<file path="src/rtl/tta_pkg.sv">
package tta_pkg;
   localparam int ID_W  = 4;
   localparam int IMM_W = 8;

   localparam logic [ID_W-1:0] SRC_ADD_RES = 4'd8;
   localparam logic [ID_W-1:0] SRC_MUL_RES = 4'd9;
   localparam logic [ID_W-1:0] SRC_IMM     = 4'd15;

   localparam logic [ID_W-1:0] DST_ADD_OPD = 4'd8;
   localparam logic [ID_W-1:0] DST_ADD_TRG = 4'd9;
   localparam logic [ID_W-1:0] DST_MUL_OPD = 4'd10;
   localparam logic [ID_W-1:0] DST_MUL_TRG = 4'd11;

   typedef struct packed {
      logic             vld;
      logic [ID_W-1:0]  src;
      logic [ID_W-1:0]  dst;
      logic [IMM_W-1:0] imm;
   } move_slot_t;

   localparam int SLOT_W = $bits(move_slot_t);
endpackage

</file>
<file path="src/rtl/tta_regfile.sv">
module tta_regfile #(
   parameter int DATA_W    = 32,
   parameter int NUM_REGS  = 8,
   parameter int NUM_PORTS = 2,
   localparam int AW       = $clog2(NUM_REGS)
) (
   input  logic                               clk,
   input  logic                               rst_n,
   input  logic [NUM_PORTS-1:0][AW-1:0]       rd_addr,
   output logic [NUM_PORTS-1:0][DATA_W-1:0]   rd_data,
   input  logic [NUM_PORTS-1:0]               wr_en,
   input  logic [NUM_PORTS-1:0][AW-1:0]       wr_addr,
   input  logic [NUM_PORTS-1:0][DATA_W-1:0]   wr_data
);
   logic [NUM_REGS-1:0][DATA_W-1:0] mem;

   if (NUM_REGS < 2) begin : g_bad_depth
      $error("tta_regfile: NUM_REGS must be at least 2");
   end

   // Ports are visited in ascending order, so the highest port wins a clash.
   always_ff @(posedge clk or negedge rst_n) begin
      if (!rst_n) begin
         mem <= '0;
      end else begin
         for (int p = 0; p < NUM_PORTS; p++) begin
            if (wr_en[p]) mem[wr_addr[p]] <= wr_data[p];
         end
      end
   end

   for (genvar p = 0; p < NUM_PORTS; p++) begin : g_rd
      assign rd_data[p] = mem[rd_addr[p]];
   end

   // the top port always owns the register it writes
   for (genvar k = 0; k < NUM_REGS; k++) begin : g_chk
      a_r12_top_port_wins: assert property (@(posedge clk) disable iff (!rst_n)
         (wr_en[NUM_PORTS-1] && wr_addr[NUM_PORTS-1] == AW'(k))
         |=> mem[k] == $past(wr_data[NUM_PORTS-1]));
   end
endmodule

</file>
<file path="src/rtl/tta_fu.sv">
module tta_fu #(
   parameter int DATA_W = 32,
   parameter int LAT    = 1,
   parameter bit IS_MUL = 1'b0
) (
   input  logic              clk,
   input  logic              rst_n,
   input  logic              opd_we,
   input  logic [DATA_W-1:0] opd_din,
   input  logic              trg_we,
   input  logic [DATA_W-1:0] trg_din,
   output logic [DATA_W-1:0] res
);
   logic [DATA_W-1:0] opd_q;
   logic [DATA_W-1:0] calc;
   logic              fin;

   if (LAT < 1) begin : g_bad_lat
      $error("tta_fu: LAT must be at least 1");
   end

   always_ff @(posedge clk or negedge rst_n) begin
      if (!rst_n)      opd_q <= '0;
      else if (opd_we) opd_q <= opd_din;
   end

   if (IS_MUL) begin : g_mul
      assign calc = opd_q * trg_din;
   end else begin : g_add
      assign calc = opd_q + trg_din;
   end

   if (LAT == 1) begin : g_direct
      assign fin = trg_we;
      always_ff @(posedge clk or negedge rst_n) begin
         if (!rst_n)      res <= '0;
         else if (trg_we) res <= calc;
      end
   end else begin : g_pipe
      logic [LAT-2:0]             pv;
      logic [LAT-2:0][DATA_W-1:0] pd;
      assign fin = pv[LAT-2];
      always_ff @(posedge clk or negedge rst_n) begin
         if (!rst_n) begin
            pv  <= '0;
            pd  <= '0;
            res <= '0;
         end else begin
            pv[0] <= trg_we;
            pd[0] <= calc;
            for (int i = 1; i < LAT-1; i++) begin
               pv[i] <= pv[i-1];
               pd[i] <= pd[i-1];
            end
            if (pv[LAT-2]) res <= pd[LAT-2];
         end
      end
   end

   // an operand move is held in the latch
   a_r5_operand_latched: assert property (@(posedge clk) disable iff (!rst_n)
      opd_we |=> opd_q == $past(opd_din));

   // the result port changes only when a result leaves the unit
   a_r9_result_holds: assert property (@(posedge clk) disable iff (!rst_n)
      !fin |=> $stable(res));
endmodule

</file>
<file path="src/rtl/tta_core.sv">
module tta_core
   import tta_pkg::*;
#(
   parameter int DATA_W    = 32,
   parameter int NUM_REGS  = 8,
   parameter int NUM_SLOTS = 2,
   parameter int ADD_LAT   = 1,
   parameter int MUL_LAT   = 3,
   localparam int AW       = $clog2(NUM_REGS),
   localparam int INSTR_W  = NUM_SLOTS * SLOT_W
) (
   input  logic                          clk,
   input  logic                          rst_n,
   input  logic                          instr_valid,
   input  logic [INSTR_W-1:0]            instr_data,
   output logic [NUM_SLOTS-1:0]          bus_valid,
   output logic [NUM_SLOTS*DATA_W-1:0]   bus_data
);
   localparam logic [ID_W-1:0] REG_LIMIT = ID_W'(NUM_REGS);

   if (NUM_REGS < 2 || NUM_REGS > 8) begin : g_bad_regs
      $error("tta_core: NUM_REGS must lie in 2..8");
   end
   if (DATA_W <= IMM_W) begin : g_bad_width
      $error("tta_core: DATA_W must exceed the immediate width");
   end
   if (NUM_SLOTS < 1) begin : g_bad_slots
      $error("tta_core: at least one slot is needed");
   end

   move_slot_t                      slot [NUM_SLOTS];
   logic [NUM_SLOTS-1:0]            act;
   logic [NUM_SLOTS-1:0][DATA_W-1:0] mv;

   logic [NUM_SLOTS-1:0][AW-1:0]     rf_ra;
   logic [NUM_SLOTS-1:0][DATA_W-1:0] rf_rd;
   logic [NUM_SLOTS-1:0]             rf_we;
   logic [NUM_SLOTS-1:0][AW-1:0]     rf_wa;

   logic [DATA_W-1:0] add_res, mul_res;
   logic              add_opd_we, add_trg_we, mul_opd_we, mul_trg_we;
   logic [DATA_W-1:0] add_opd_d, add_trg_d, mul_opd_d, mul_trg_d;

   // Source side: every slot reads from the state before this edge.
   for (genvar s = 0; s < NUM_SLOTS; s++) begin : g_slot
      logic [DATA_W-1:0] sel;

      assign slot[s] = move_slot_t'(instr_data[s*SLOT_W +: SLOT_W]);
      assign act[s]  = instr_valid & slot[s].vld;
      assign rf_ra[s] = slot[s].src[AW-1:0];

      always_comb begin
         sel = '0;
         if (slot[s].src < REG_LIMIT) begin
            sel = rf_rd[s];
         end else begin
            case (slot[s].src)
               SRC_ADD_RES: sel = add_res;
               SRC_MUL_RES: sel = mul_res;
               SRC_IMM:     sel = {{(DATA_W-IMM_W){slot[s].imm[IMM_W-1]}}, slot[s].imm};
               default:     sel = '0;
            endcase
         end
      end

      assign mv[s]    = act[s] ? sel : '0;
      assign rf_we[s] = act[s] && (slot[s].dst < REG_LIMIT);
      assign rf_wa[s] = slot[s].dst[AW-1:0];

      assign bus_valid[s]                = act[s];
      assign bus_data[s*DATA_W +: DATA_W] = mv[s];
   end

   // Destination side for the units: higher slots override lower ones.
   always_comb begin
      add_opd_we = 1'b0; add_opd_d = '0;
      add_trg_we = 1'b0; add_trg_d = '0;
      mul_opd_we = 1'b0; mul_opd_d = '0;
      mul_trg_we = 1'b0; mul_trg_d = '0;
      for (int s = 0; s < NUM_SLOTS; s++) begin
         if (act[s]) begin
            case (slot[s].dst)
               DST_ADD_OPD: begin add_opd_we = 1'b1; add_opd_d = mv[s]; end
               DST_ADD_TRG: begin add_trg_we = 1'b1; add_trg_d = mv[s]; end
               DST_MUL_OPD: begin mul_opd_we = 1'b1; mul_opd_d = mv[s]; end
               DST_MUL_TRG: begin mul_trg_we = 1'b1; mul_trg_d = mv[s]; end
               default: ;
            endcase
         end
      end
   end

   tta_regfile #(
      .DATA_W    (DATA_W),
      .NUM_REGS  (NUM_REGS),
      .NUM_PORTS (NUM_SLOTS)
   ) i_rf (
      .clk     (clk),
      .rst_n   (rst_n),
      .rd_addr (rf_ra),
      .rd_data (rf_rd),
      .wr_en   (rf_we),
      .wr_addr (rf_wa),
      .wr_data (mv)
   );

   tta_fu #(
      .DATA_W (DATA_W),
      .LAT    (ADD_LAT),
      .IS_MUL (1'b0)
   ) i_add (
      .clk     (clk),
      .rst_n   (rst_n),
      .opd_we  (add_opd_we),
      .opd_din (add_opd_d),
      .trg_we  (add_trg_we),
      .trg_din (add_trg_d),
      .res     (add_res)
   );

   tta_fu #(
      .DATA_W (DATA_W),
      .LAT    (MUL_LAT),
      .IS_MUL (1'b1)
   ) i_mul (
      .clk     (clk),
      .rst_n   (rst_n),
      .opd_we  (mul_opd_we),
      .opd_din (mul_opd_d),
      .trg_we  (mul_trg_we),
      .trg_din (mul_trg_d),
      .res     (mul_res)
   );

   // with no instruction presented, no bus carries anything
   a_r2_idle_buses: assert property (@(posedge clk) disable iff (!rst_n)
      !instr_valid |-> (bus_valid == '0 && bus_data == '0));
endmodule

</file>
<file path="config.mk">
export PLATFORM = sky130hd
export DESIGN_NAME = tta_core
export DESIGN_NICKNAME = d
export VERILOG_FILES = /design/src/rtl/tta_pkg.sv /design/src/rtl/tta_regfile.sv /design/src/rtl/tta_fu.sv /design/src/rtl/tta_core.sv
export SDC_FILE = /design/constraint.sdc
export NUM_CORES = 2
export LEC_CHECK = 0
export ABC_AREA = 1
export BUFFER_PORTS_ARGS = -buffer_cell sky130_fd_sc_hd__buf_2
export CAP_MARGIN = 20
export CORE_MARGIN = 8
export CORE_UTILIZATION = 55
export DETAILED_ROUTE_END_ITERATION = 16
export GPL_ROUTABILITY_DRIVEN = 1
export PLACE_DENSITY = 0.79
export SLEW_MARGIN = 10
export SYNTH_ARGS = -nofsm -noshare
export SYNTH_HDL_FRONTEND = slang
export SYNTH_SLANG_ARGS = --single-unit
</file>
<file path="constraint.sdc">
create_clock -name clk -period 8.5 [get_ports clk]
set_clock_uncertainty 0.05 [all_clocks]
set_input_delay 1.7 -clock clk [delete_from_list [all_inputs] [get_ports clk]]
set_output_delay 1.7 -clock clk [all_outputs]
set_load 0.01 [all_outputs]
</file>
==> run_results.csv <==
group,metric,value,unit
yosys,synth_common_cells,"nand2_1 (1147), inv_1 (857), dfrtp_1 (450)",
yosys,synth_seq_cells,450,
worst_hold_path,hold_path_depth,0,
yosys,synth_edf_count,0,
placement,placed_area,46600,µm²
final_layout,fillerInstances,6202,
cts,htree_levels,2,
placement,dp_cells,6722,
die,die-area,85500,µm²
critical_path,worstSetupPathType,"in -> reg",
timing,fin_crit_sh,102,%
worst_hold_path,hold_class,"reg -> reg",
timing,rsz0062_at_grt,"yes",
die,die_h,292,µm
timing,setup_viol,8,
route,vias,43900,
flow_run,cap_viol_max_count,0,
die,core-area,75800,µm²
placement,preCtsSetupSlack,-0.941,ns
final_layout,syn_to_final_growth,19.8,%
route,vias_per_cell,6.39,
yosys,yosysMostFrequentCell,"nand2_1",
yosys,yosys.area.top_type,"dfrtp_1",
timing,fin_ws,-0.148,ns
route,drtIter0Drc,6941,
grt,track_usage,41.1,%
yosys,postSynthAreaPerCell,7.69,µm²
grt,grt_overflow,0,
final_layout,fin_nets,6452,
timing,slew_violations,0,
critical_path,crit_slowest_cell,"fa_2",
yosys,synth.top_cell.area_share,26.8,%
critical_path,startpoint_type,"primary input",
cts,clkTransAtPathRegs,0.07,ns
yosys,async_reset_ff_share,100,%
die,die_w,292,µm
critical_path,critPathArrivalTime,9.08,ns
cts,cts_buffer_depth,3,
grt,grt_pass1_vias,42800,
critical_path,max_stage_delay,0.61,ns
timing,worst_pin_slew,1.18,ns
placement,io_buffers,102,
cts,root_buffer,"clkbuf_16",
die,io_pins,103,
critical_path,crit_required,8.93,ns
run_status,status,"complete, but fails checks",
critical_path,worstRegToRegCells,32,
final_layout,fin_cells,6871,
route,wirelength,181000,µm
final_layout,fin_util,66.4,%
yosys,ys_seq_area_share,26.8,%
timing,max_freq,0.116,GHz
run_status,violations,"negative setup slack",
cts,clk-insertion-delay-late,0.63,ns
cts,cts.sinks,450,
route,wl_per_cell,26.4,µm
yosys,synth_ff_type,"dfrtp_1",
yosys,yosysWarnings,0,
timing,period_needed,8.65,ns
placement,dp_hpwl,132000,µm
critical_path,crit_fanout,6,
yosys,ys_types,54,
cts,cts_hold_buf,0,
route,drc,0,
yosys,synth_area,42000,µm²
timing,max_slew_margin,20.6,%
yosys,synthCells,5462,
die,initial_core_util,55.4,%
power_and_ir_drop,p_leak,0.0246,µW
critical_path,setup.worst_path.end_class,"register",
placement,gp_congestion,1.10,
die,rows,101,
route,ant_nets,0,
power_and_ir_drop,p_total,8080,µW
final_layout,layout-drive-gt1-share,18.3,%
route,dr.pass1.iters,12,
yosys,synth.top_cells.by_area,"dfrtp_1 (27%), fa_1 (19%), nand2_1 (10%)",
grt,grt_max_degree,127,
grt,antenna_found_initial,3,
final_layout,final_area,50400,µm²
power_and_ir_drop,vdd_ir_drop_max,0.000190,V
timing,hold_viol,0,
cts,cts_tree,"yes",
yosys,synth_nets,6062,
cts,cts_inserted_buffers,48,
power_and_ir_drop,p_per_area,160,nW/µm²
grt,grt_pass1_wl,266000,µm
## power by group
part | switching (µW) | leakage [µW] | internal [µW]
Clock | 1010 | 0.000870 | 1430
Sequential | 369 | 0.00568 | 2630
Combinational | 1770 | 0.0180 | 875
Total | 3150 | 0.0246 | 4930
## metal layers
layer / part of all wire (%) / up-vias / GRT usage (%)
li1: - / 18300 / -
met1: 34 / 20500 / 51.6
met2: 39 / 3981 / 57.1
met3: 18 / 1042 / 18.5
met4: 8.4 / 5 / 25.6
met5: 0.11 / - / 1.59
## layout by cell type, fill, tap and decap left out, types with 14 or more instances in the layout
cell type | synthesis | routed
ha_4 | 0 | 18
inv_1 | 857 | 833
nor2_4 | 4 | 22
nand2_2 | 24 | 20
o2111ai_1 | 20 | 14
buf_12 | 0 | 32
clkbuf_16 | 0 | 50
nor2_2 | 2 | 49
nand3b_1 | 15 | 15
dfrtp_1 | 450 | 450
buf_6 | 14 | 42
a21oi_2 | 0 | 18
o21ai_0 | 438 | 432
o21ai_1 | 14 | 15
o211ai_1 | 126 | 126
o22ai_1 | 85 | 85
nand3_1 | 311 | 268
buf_2 | 52 | 93
nor2_1 | 428 | 363
ha_1 | 154 | 136
fa_2 | 0 | 33
buf_4 | 25 | 473
a21oi_1 | 320 | 301
nand2_1 | 1147 | 1125
nand2_4 | 0 | 24
nand4_1 | 39 | 39
xor2_1 | 35 | 35
fa_1 | 409 | 376
nand3_2 | 2 | 40
o21bai_1 | 17 | 16
o221ai_1 | 77 | 72
a22oi_1 | 44 | 43
inv_2 | 11 | 24
xnor2_1 | 27 | 25
## state kept, by name (all words and copies together) (netlist names)
| register | count |
|---|---|
| i_mul.g_pipe.pd | 64 |
| i_rf.mem | 256 |
| i_mul.g_pipe.pv | 2 |
| i_add.res | 32 |
| i_add.opd_q | 32 |
| i_mul.opd_q | 32 |
| i_mul.res | 32 |
## area by class of cell
| class | count | area [µm²] | area share (%) |
|---|---|---|---|
| Multi-Input combinational cell | 3806 | 27300 | 54.1 |
| Sequential cell | 450 | 11300 | 22.4 |
| Timing Repair Buffer | 653 | 5380 | 10.7 |
| Inverter | 892 | 3450 | 6.86 |
| Clock buffer | 59 | 1340 | 2.67 |
| Tap cell | 978 | 1220 | 2.43 |
| Clock inverter | 29 | 428 | 0.850 |
| Antenna cell | 3 | 7.51 | 0.0149 |
| Timing Repair inverter | 1 | 5.00 | 0.00994 |
## path summary, 6_finish.rpt
kind | from | to | slack, ns
min in group asynchronous | rst_n | i_rf.mem[77] | 1.01
min reg2reg | i_mul.g_pipe.pd[13] | i_mul.g_pipe.pd[45] | 0.29
max in group asynchronous | rst_n | i_mul.opd_q[14] | 5.77
max reg2reg | i_rf.mem[199] | i_mul.g_pipe.pd[25] | 1.00
min | i_mul.g_pipe.pd[13] | i_mul.g_pipe.pd[45] | 0.29
max | instr_data[32] | i_mul.g_pipe.pd[31] | -0.15
## critical path, delay by kind of cell
| kind | cells | cell delay [ns] |
|---|---|---|
| AO/OA/AOI/OAI | 1 | 0.30 |
| adder cells (fa/ha/maj) | 9 | 4.20 |
| buffers and inverters | 9 | 1.22 |
| AND/OR/NAND/NOR | 12 | 1.65 |
## metrics by stage
| step | setup TNS [ns] | hold slack, ns |
|---|---|---|
| 2_1_floorplan | -0.290 | 0.281 |
| 5_1_grt | -2.05 | 0.297 |
| 3_3_place_gp | -10.50 | 0.282 |
| 4_1_cts | -0.00626 | 0.294 |
| 3_5_place_dp | -11.36 | 0.285 |
| 6_report | -0.625 | 0.294 |
## timing repair
| action | 4_1_cts | 5_1_grt |
|---|---|---|
| resized for setup | 190 | 161 |
| buffers inserted | 39 | 17 |
| setup endpoints to repair | 13 | 13 |
| gates cloned | 5 | 2 |
| pin swaps | 95 | 101 |
## cells by family (layout without fill, tap and decap cells)
group	after synthesis	count (layout)	synth area share (%)
compound gates	1166	1166	16.4
xor+xnor	62	62	1.29
fa+ha+maj	563	563	24.1
buf+inv	1206	1634	11.4
flops	450	450	26.8
mux	15	15	0.396
other cells	0	3	0
simple gates	2000	2000	19.7
Note: power is estimated with default switching activity, not from simulation.
